[config.mk]
export PLATFORM = sky130hd
export DESIGN_NAME = iack_vector_seq
export DESIGN_NICKNAME = d
export VERILOG_FILES = /design/src/rtl/iack_seq_pkg.sv /design/src/rtl/ack_strobe_sync.sv /design/src/rtl/ack_pulse_counter.sv /design/src/rtl/vector_byte_gen.sv /design/src/rtl/bus_drive_stage.sv /design/src/rtl/iack_vector_seq.sv
export SDC_FILE = /design/constraint.sdc
export NUM_CORES = 1
export LEC_CHECK = 0
export ABC_AREA = 0
export BUFFER_PORTS_ARGS = -buffer_cell sky130_fd_sc_hd__buf_2
export CAP_MARGIN = 20
export CELL_PAD_IN_SITES_DETAIL_PLACEMENT = 0
export CELL_PAD_IN_SITES_GLOBAL_PLACEMENT = 1
export CORE_MARGIN = 10
export CORE_UTILIZATION = 39
export DETAILED_ROUTE_END_ITERATION = 12
export PLACE_DENSITY = 0.85
export SYNTH_ARGS = -nofsm -noshare
export SYNTH_HDL_FRONTEND = slang
export SYNTH_SLANG_ARGS = --single-unit
[constraint.sdc]
create_clock -name clk -period 4.6 [get_ports clk]
set_clock_uncertainty 0.2 [all_clocks]
set_input_delay 0 -clock clk [delete_from_list [all_inputs] [get_ports clk]]
set_output_delay 0 -clock clk [all_outputs]
set_load 0.01 [all_outputs]
[src/rtl/iack_seq_pkg.sv]
package iack_seq_pkg;
  // What a given acknowledge strobe returns on the bus.
  typedef enum logic [2:0] {
    ROLE_NONE = 3'd0,
    ROLE_CALL = 3'd1,
    ROLE_LO   = 3'd2,
    ROLE_HI   = 3'd3,
    ROLE_TYPE = 3'd4
  } strobe_role_e;

  localparam int unsigned PULSES_BYTE_MODE = 3;
  localparam int unsigned PULSES_WORD_MODE = 2;
endpackage

[src/rtl/ack_strobe_sync.sv]
module ack_strobe_sync #(
  parameter int unsigned STAGES = 2
) (
  input  logic clk,
  input  logic rst,
  input  logic ack_n,
  output logic ack_low,
  output logic fall,
  output logic rise
);
  logic [STAGES-1:0] chain;
  logic              prev;

  for (genvar i = 0; i < STAGES; i++) begin : g_stage
    if (i == 0) begin : g_first
      always_ff @(posedge clk) begin
        if (rst) chain[0] <= 1'b1;
        else     chain[0] <= ack_n;
      end
    end else begin : g_next
      always_ff @(posedge clk) begin
        if (rst) chain[i] <= 1'b1;
        else     chain[i] <= chain[i-1];
      end
    end
  end

  always_ff @(posedge clk) begin
    if (rst) prev <= 1'b1;
    else     prev <= chain[STAGES-1];
  end

  assign ack_low = ~chain[STAGES-1];
  assign fall    = prev & ~chain[STAGES-1];
  assign rise    = ~prev & chain[STAGES-1];
endmodule

[src/rtl/ack_pulse_counter.sv]
module ack_pulse_counter
  import iack_seq_pkg::*;
#(
  parameter int unsigned LVL_W = 3
) (
  input  logic             clk,
  input  logic             rst,
  input  logic             fall,
  input  logic             rise,
  input  logic             word_mode,
  input  logic [LVL_W-1:0] win_level,
  output strobe_role_e     role_q,
  output logic             live_q,
  output logic             mode_q,
  output logic [LVL_W-1:0] lvl_q,
  output logic             commit_q,
  output logic [LVL_W-1:0] commit_lvl_q
);
  localparam int unsigned CNT_W = $clog2(PULSES_BYTE_MODE);

  logic [CNT_W-1:0] cnt_q;
  logic             first;
  logic             eff_mode;
  logic [CNT_W-1:0] last_idx;
  strobe_role_e     role_d;

  assign first    = fall && (cnt_q == '0);
  assign eff_mode = first ? word_mode : mode_q;
  assign last_idx = eff_mode ? CNT_W'(PULSES_WORD_MODE - 1) : CNT_W'(PULSES_BYTE_MODE - 1);

  always_comb begin
    role_d = ROLE_NONE;
    if (eff_mode) begin
      if (cnt_q == CNT_W'(1)) role_d = ROLE_TYPE;
    end else begin
      unique case (cnt_q)
        CNT_W'(0): role_d = ROLE_CALL;
        CNT_W'(1): role_d = ROLE_LO;
        CNT_W'(2): role_d = ROLE_HI;
        default:   role_d = ROLE_NONE;
      endcase
    end
  end

  always_ff @(posedge clk) begin
    if (rst) begin
      cnt_q        <= '0;
      role_q       <= ROLE_NONE;
      live_q       <= 1'b0;
      mode_q       <= 1'b0;
      lvl_q        <= '0;
      commit_q     <= 1'b0;
      commit_lvl_q <= '0;
    end else begin
      commit_q <= first;
      if (fall) begin
        cnt_q  <= (cnt_q == last_idx) ? '0 : cnt_q + CNT_W'(1);
        role_q <= role_d;
        live_q <= 1'b1;
      end else if (rise) begin
        live_q <= 1'b0;
      end
      if (first) begin
        mode_q       <= word_mode;
        lvl_q        <= win_level;
        commit_lvl_q <= win_level;
      end
    end
  end

  a_r8_commit_one_cycle: assert property (@(posedge clk) disable iff (rst)
    commit_q |=> !commit_q);

  a_r9_level_held: assert property (@(posedge clk) disable iff (rst)
    !(fall && cnt_q == '0) |=> $stable(lvl_q));

  a_r6_word_count_bound: assert property (@(posedge clk) disable iff (rst)
    (mode_q && cnt_q != '0) |-> cnt_q == CNT_W'(1));
endmodule

[src/rtl/vector_byte_gen.sv]
module vector_byte_gen
  import iack_seq_pkg::*;
#(
  parameter int unsigned DATA_W  = 8,
  parameter int unsigned LVL_W   = 3,
  parameter int unsigned ADDR_W  = 16,
  parameter logic [7:0]  CALL_OP = 8'hCD
) (
  input  strobe_role_e      role,
  input  logic [LVL_W-1:0]  lvl,
  input  logic              wide_gap,
  input  logic [ADDR_W-1:0] isr_base,
  input  logic [DATA_W-1:0] type_base,
  output logic [DATA_W-1:0] byte_out
);
  logic [ADDR_W-1:0] offset;
  logic [ADDR_W-1:0] entry_addr;

  assign offset     = wide_gap ? (ADDR_W'(lvl) << 3) : (ADDR_W'(lvl) << 2);
  assign entry_addr = isr_base + offset;

  always_comb begin
    unique case (role)
      ROLE_CALL: byte_out = DATA_W'(CALL_OP);
      ROLE_LO:   byte_out = entry_addr[DATA_W-1:0];
      ROLE_HI:   byte_out = entry_addr[2*DATA_W-1:DATA_W];
      ROLE_TYPE: byte_out = {type_base[DATA_W-1:LVL_W], lvl};
      default:   byte_out = '0;
    endcase
  end
endmodule

[src/rtl/bus_drive_stage.sv]
module bus_drive_stage
  import iack_seq_pkg::*;
#(
  parameter int unsigned DATA_W = 8
) (
  input  logic              clk,
  input  logic              rst,
  input  logic              ack_low,
  input  logic              live,
  input  strobe_role_e      role,
  input  logic [DATA_W-1:0] byte_in,
  output logic              oe_q,
  output logic [DATA_W-1:0] data_q
);
  logic drive;
  assign drive = ack_low && live && (role != ROLE_NONE);

  always_ff @(posedge clk) begin
    if (rst) begin
      oe_q   <= 1'b0;
      data_q <= '0;
    end else begin
      oe_q   <= drive;
      data_q <= drive ? byte_in : '0;
    end
  end

  a_r7_oe_follows_strobe: assert property (@(posedge clk) disable iff (rst)
    oe_q |-> $past(ack_low));
endmodule

[src/rtl/iack_vector_seq.sv]
module iack_vector_seq
  import iack_seq_pkg::*;
#(
  parameter int unsigned DATA_W      = 8,
  parameter int unsigned LVL_W       = 3,
  parameter int unsigned ADDR_W      = 16,
  parameter int unsigned SYNC_STAGES = 2,
  parameter logic [7:0]  CALL_OP     = 8'hCD
) (
  input  logic              clk,
  input  logic              rst,
  input  logic              ack_n,
  input  logic              word_mode,
  input  logic              wide_gap,
  input  logic [ADDR_W-1:0] isr_base,
  input  logic [DATA_W-1:0] type_base,
  input  logic [LVL_W-1:0]  win_level,
  output logic              bus_oe,
  output logic [DATA_W-1:0] bus_data,
  output logic              commit,
  output logic [LVL_W-1:0]  commit_level
);
  logic              ack_low, fall, rise;
  strobe_role_e      role;
  logic              live, mode_q;
  logic [LVL_W-1:0]  lvl_q;
  logic [DATA_W-1:0] next_byte;

  ack_strobe_sync #(.STAGES(SYNC_STAGES)) u_sync (
    .clk(clk), .rst(rst), .ack_n(ack_n),
    .ack_low(ack_low), .fall(fall), .rise(rise)
  );

  ack_pulse_counter #(.LVL_W(LVL_W)) u_count (
    .clk(clk), .rst(rst), .fall(fall), .rise(rise),
    .word_mode(word_mode), .win_level(win_level),
    .role_q(role), .live_q(live), .mode_q(mode_q), .lvl_q(lvl_q),
    .commit_q(commit), .commit_lvl_q(commit_level)
  );

  vector_byte_gen #(
    .DATA_W(DATA_W), .LVL_W(LVL_W), .ADDR_W(ADDR_W), .CALL_OP(CALL_OP)
  ) u_gen (
    .role(role), .lvl(lvl_q), .wide_gap(wide_gap),
    .isr_base(isr_base), .type_base(type_base), .byte_out(next_byte)
  );

  bus_drive_stage #(.DATA_W(DATA_W)) u_drive (
    .clk(clk), .rst(rst), .ack_low(ack_low), .live(live),
    .role(role), .byte_in(next_byte),
    .oe_q(bus_oe), .data_q(bus_data)
  );

  a_r1_clear_after_reset: assert property (@(posedge clk) disable iff (rst)
    $past(rst) |-> (!bus_oe && !commit && bus_data == '0));

  a_r5_word_first_quiet: assert property (@(posedge clk) disable iff (rst)
    (commit && mode_q) |=> !bus_oe);
endmodule

==> summary.txt <==
Floorplanning
  • Die W: 80.3 um
  • Starting Density: 0.415
  • DIE AREA: 0.00645 mm^2
  • Die height: 80.3 um
  • I/O pin count: 45
  • Core area: 0.00342 mm^2
  • Cell Rows: 21

Route
  • ANT nets after route: 0
  • Post-Route WL: 3.96 mm
  • Via-to-Cell Ratio: 5.20
  • Iter 0 DRT Violations: 88
  • Routed len/inst: 14.0 um
  • Vias post-DR: 1465
  • DRC: 0
  • First-pass DRT Iterations: 4

Synthesis
  • Synth area leaders: dfxtp_1 32%, ha_1 7.1%, a21oi_1 5.6%
  • EDFF count, synth: 0
  • Largest family of logic cells by synthesized area: simple AND/OR/NAND/NOR gates
  • Simple-gate area share of the yosys netlist: 0.258
  • Synth Area in Compound Gates: 0.205
  • Post-synthesis adder-cell area fraction: 0.0847
  • Mean Syn Cell Area: 8.35 um^2
  • Synth top area share: 0.325
  • Post-Syn Area: 0.00142 mm^2
  • Yosys cell types: 47
  • Yosys top cell by area: dfxtp_1
  • Post-Synth XOR/XNOR Area: 0.0432
  • Mux contribution to synthesized area: 0.0450
  • Ys Warns: 0
  • Syn_nets: 211
  • Post-Syn Instances: 170
  • Yosys reg bits: 23
  • Post-synth ARST share: 0
  • Register area share after synthesis: 0.325
  • Main synth FF type: dfxtp_1

Worst setup path
  • Critical path endpoint category: register
  • CP arrival: 3.14 ns
  • Max FO, Critical Path: 5
  • Cell Chain, Critical Path: nor2b_1 > ha_1 > inv_1 > fa_1 > nand2b_2 > a21o_1 > or3_1 > a31o_1 > a31oi_2 > dlygate4sd3_1
  • CP delay by family, top: simple AND/OR/NAND/NOR gates
  • Crit-path max cell delay: 0.55 ns
  • CP max stage cell: dlygate4sd3_1
  • Worst setup SP type: register
  • Reg-to-reg slack, setup: 1.52 ns
  • Worst EP required: 4.66 ns
  • Bufs and invs on worst path: 2
  • Critical path class: reg2reg

Timing
  • RSZ-0062 raised after global routing: false
  • Max Freq: 324 MHz
  • Final Hold Fails: 0
  • Final Max Tran Viols: 0
  • Rel. slew slack: 0.685
  • Setup TNS: 0 ns
  • Final-report setup violation count: 0
  • Post-route clock period utilization: 0.670
  • Min cycle time layout: 3.08 ns
  • Least-Margin Pin Slew: 0.473 ns

Cells and area
  • Nets: 278
  • Post-route cell area: 0.00195 mm^2
  • # fillers: 339
  • Area grow syn2layout: 37.2%
  • Antenna cells: 0
  • Fraction of layout cells with a size suffix above 1: 0.233

CTS
  • H-Tree Depth: 1
  • # clock sinks: 23
  • Clk buf depth: 2
  • Post-CTS Resized: 0
  • Root buffer cell: clkbuf_4
  • CTS Buf Count: 3
  • Clk slew on worst S/H paths: 0.12 ns
  • CTS tree: built
  • Clk Latency, worst-skew pair: 0.30 ns
  • Post-CTS Setup Inserts: 0

GRT
  • M2 GR Usage: 0.217
  • Largest net degree at the start of global routing: 15
  • Grt total ovfl: 0
  • M3 GR Usage: 0.0557
  • Global-route wire length before repair: 6.60 mm
  • GRT met1 Usage: 0.143
  • Busiest grt layer: met2
  • GRT Overall Usage: 0.125
  • Antenna violations before repair: 0
  • Vias in the first global route: 1470

Power and ir drop
  • Leak: 0.860 nW
  • Peak supply drop: 0.207 mV
  • P per Cell Area: 191 mW/mm^2

Status
  • Run status: completed

Hold path
  • Hold crit path type: in2reg

Placed design
  • I/O Buffers: 41
  • DP HPWL: 3.06 mm
  • Placed cell areas: 0.00166 mm^2
  • GP Congestion: 0.803

Flow run
  • Maximum capacitance violations: 0
## cell type report
cell class / count / area [um^2] / share of cell area
inverters: 9 / 33.8 / 0.0174
clock inverters: 1 / 5.00 / 0.00257
clock buffers: 3 / 22.5 / 0.0116
repair buffers: 67 / 465 / 0.239
well taps: 46 / 57.6 / 0.0296
multi-input cells: 133 / 902 / 0.463
flip-flops and latches: 23 / 460 / 0.237
## cell families after synthesis
group	Yosys count
DFF	23
buffers and inverters	14
muxes	5
AOI/OAI and AO/OA	44
adders and majority gates	9
and+or+nand+nor	68
xor gates and xnor gates	7
## path summary, 6_finish.rpt
| check | from | to | cells after the start |
|---|---|---|---|
| hold / removal | isr_base[2] | u_drive.data_q[2] | 6 |
| setup / recovery | u_count.commit_lvl_q[0] | u_drive.data_q[6] | 10 |
| hold reg to reg | u_sync.chain[0] | u_sync.chain[1] | 1 |
| setup reg to reg | u_count.commit_lvl_q[0] | u_drive.data_q[6] | 10 |
## what timing repair did
action	CTS	global route
endpoints found under the setup margin	0	0
hold buffers	26	0
hold endpoints to repair	22	0
## layer usage
metal	part of all wire	wire [um]	vias up
met4	0.0033	13	0
met2	0.49	1920	42
met1	0.42	1670	674
met5	0	0	-
met3	0.089	353	2
li1	-	-	747
## cell usage in the layout, fill, tap and decap left out, types with 2 or more instances in the layout
master	netlist	layout
or2_2	3	3
and2_1	2	2
a211oi_1	2	2
a21o_1	3	3
nand4_1	3	3
buf_2	3	41
a31oi_1	3	3
nor2b_1	4	4
nor3b_1	3	3
o22ai_1	2	2
and4_1	2	2
mux2i_1	3	3
nor2_1	10	10
nand2_1	14	14
nand2b_1	5	5
and3_1	4	4
dlygate4sd3_1	0	26
nand3_1	10	10
a22oi_1	3	3
xnor2_1	4	4
dfxtp_1	23	23
nor3_1	2	2
a21oi_1	16	16
nor2_2	2	2
inv_1	9	9
ha_1	8	8
clkbuf_4	0	3
xor2_1	3	3
o21ai_0	4	4
## worst reg2reg max path, stage by stage (launching register included)
cell and delay (ns):
dfxtp_1 0.43, nor2b_1 0.16, ha_1 0.17, inv_1 0.06, fa_1 0.37, nand2b_2 0.24, a21o_1 0.22, or3_1 0.31
a31o_1 0.22, a31oi_2 0.11, dlygate4sd3_1 0.55
## stage by stage
step / setup slack, ns / power (mW) / util / instances / hold slack, ns
floorplan: 2.21 / 0.246 / - / 170 / -0.128
global placement: 2.13 / 0.270 / 0.486 / 252 / -0.0162
detailed placement: 2.10 / 0.273 / 0.486 / 252 / -0.0138
CTS: 1.53 / 0.374 / 0.570 / 282 / 0.103
global route: 1.35 / 0.392 / 0.570 / 282 / 0.151
finish: 1.52 / 0.371 / 0.570 / 282 / 0.134
## synthesized netlist by cell type (2+ instances only)
library cell	number
nor3b_1	3
nor2b_1	4
and2_1	2
ha_1	8
nand3_1	10
and3_1	4
a31oi_1	3
xnor2_1	4
nand2_1	14
mux2i_1	3
nor2_1	10
a21oi_1	16
a22oi_1	3
buf_2	3
inv_1	9
and4_1	2
nand2b_1	5
o22ai_1	2
a211oi_1	2
o21ai_0	4
xor2_1	3
dfxtp_1	23
nor2_2	2
a21o_1	3
nor3_1	2
nand4_1	3
or2_2	3
## where the power goes
part | switching [mW] | internal, mW | leakage (nW) | total [mW]
registers | 0.00459 | 0.203 | 0.186 | 0.208
logic | 0.0353 | 0.0372 | 0.655 | 0.0725
clock network | 0.0585 | 0.0325 | 0.0177 | 0.0910
total | 0.0984 | 0.273 | 0.860 | 0.371
## sequential cells by signal, summed over array words and instances, names as in the netlist
name / flops
u_drive.data_q: 8
u_count.commit_lvl_q: 3
u_count.role_q: 3
u_count.cnt_q: 2
u_sync.chain: 2
u_count.commit_q: 1
u_count.live_q: 1
u_count.mode_q: 1
u_drive.oe_q: 1
u_sync.prev: 1
(Power assumes the default switching activity.)
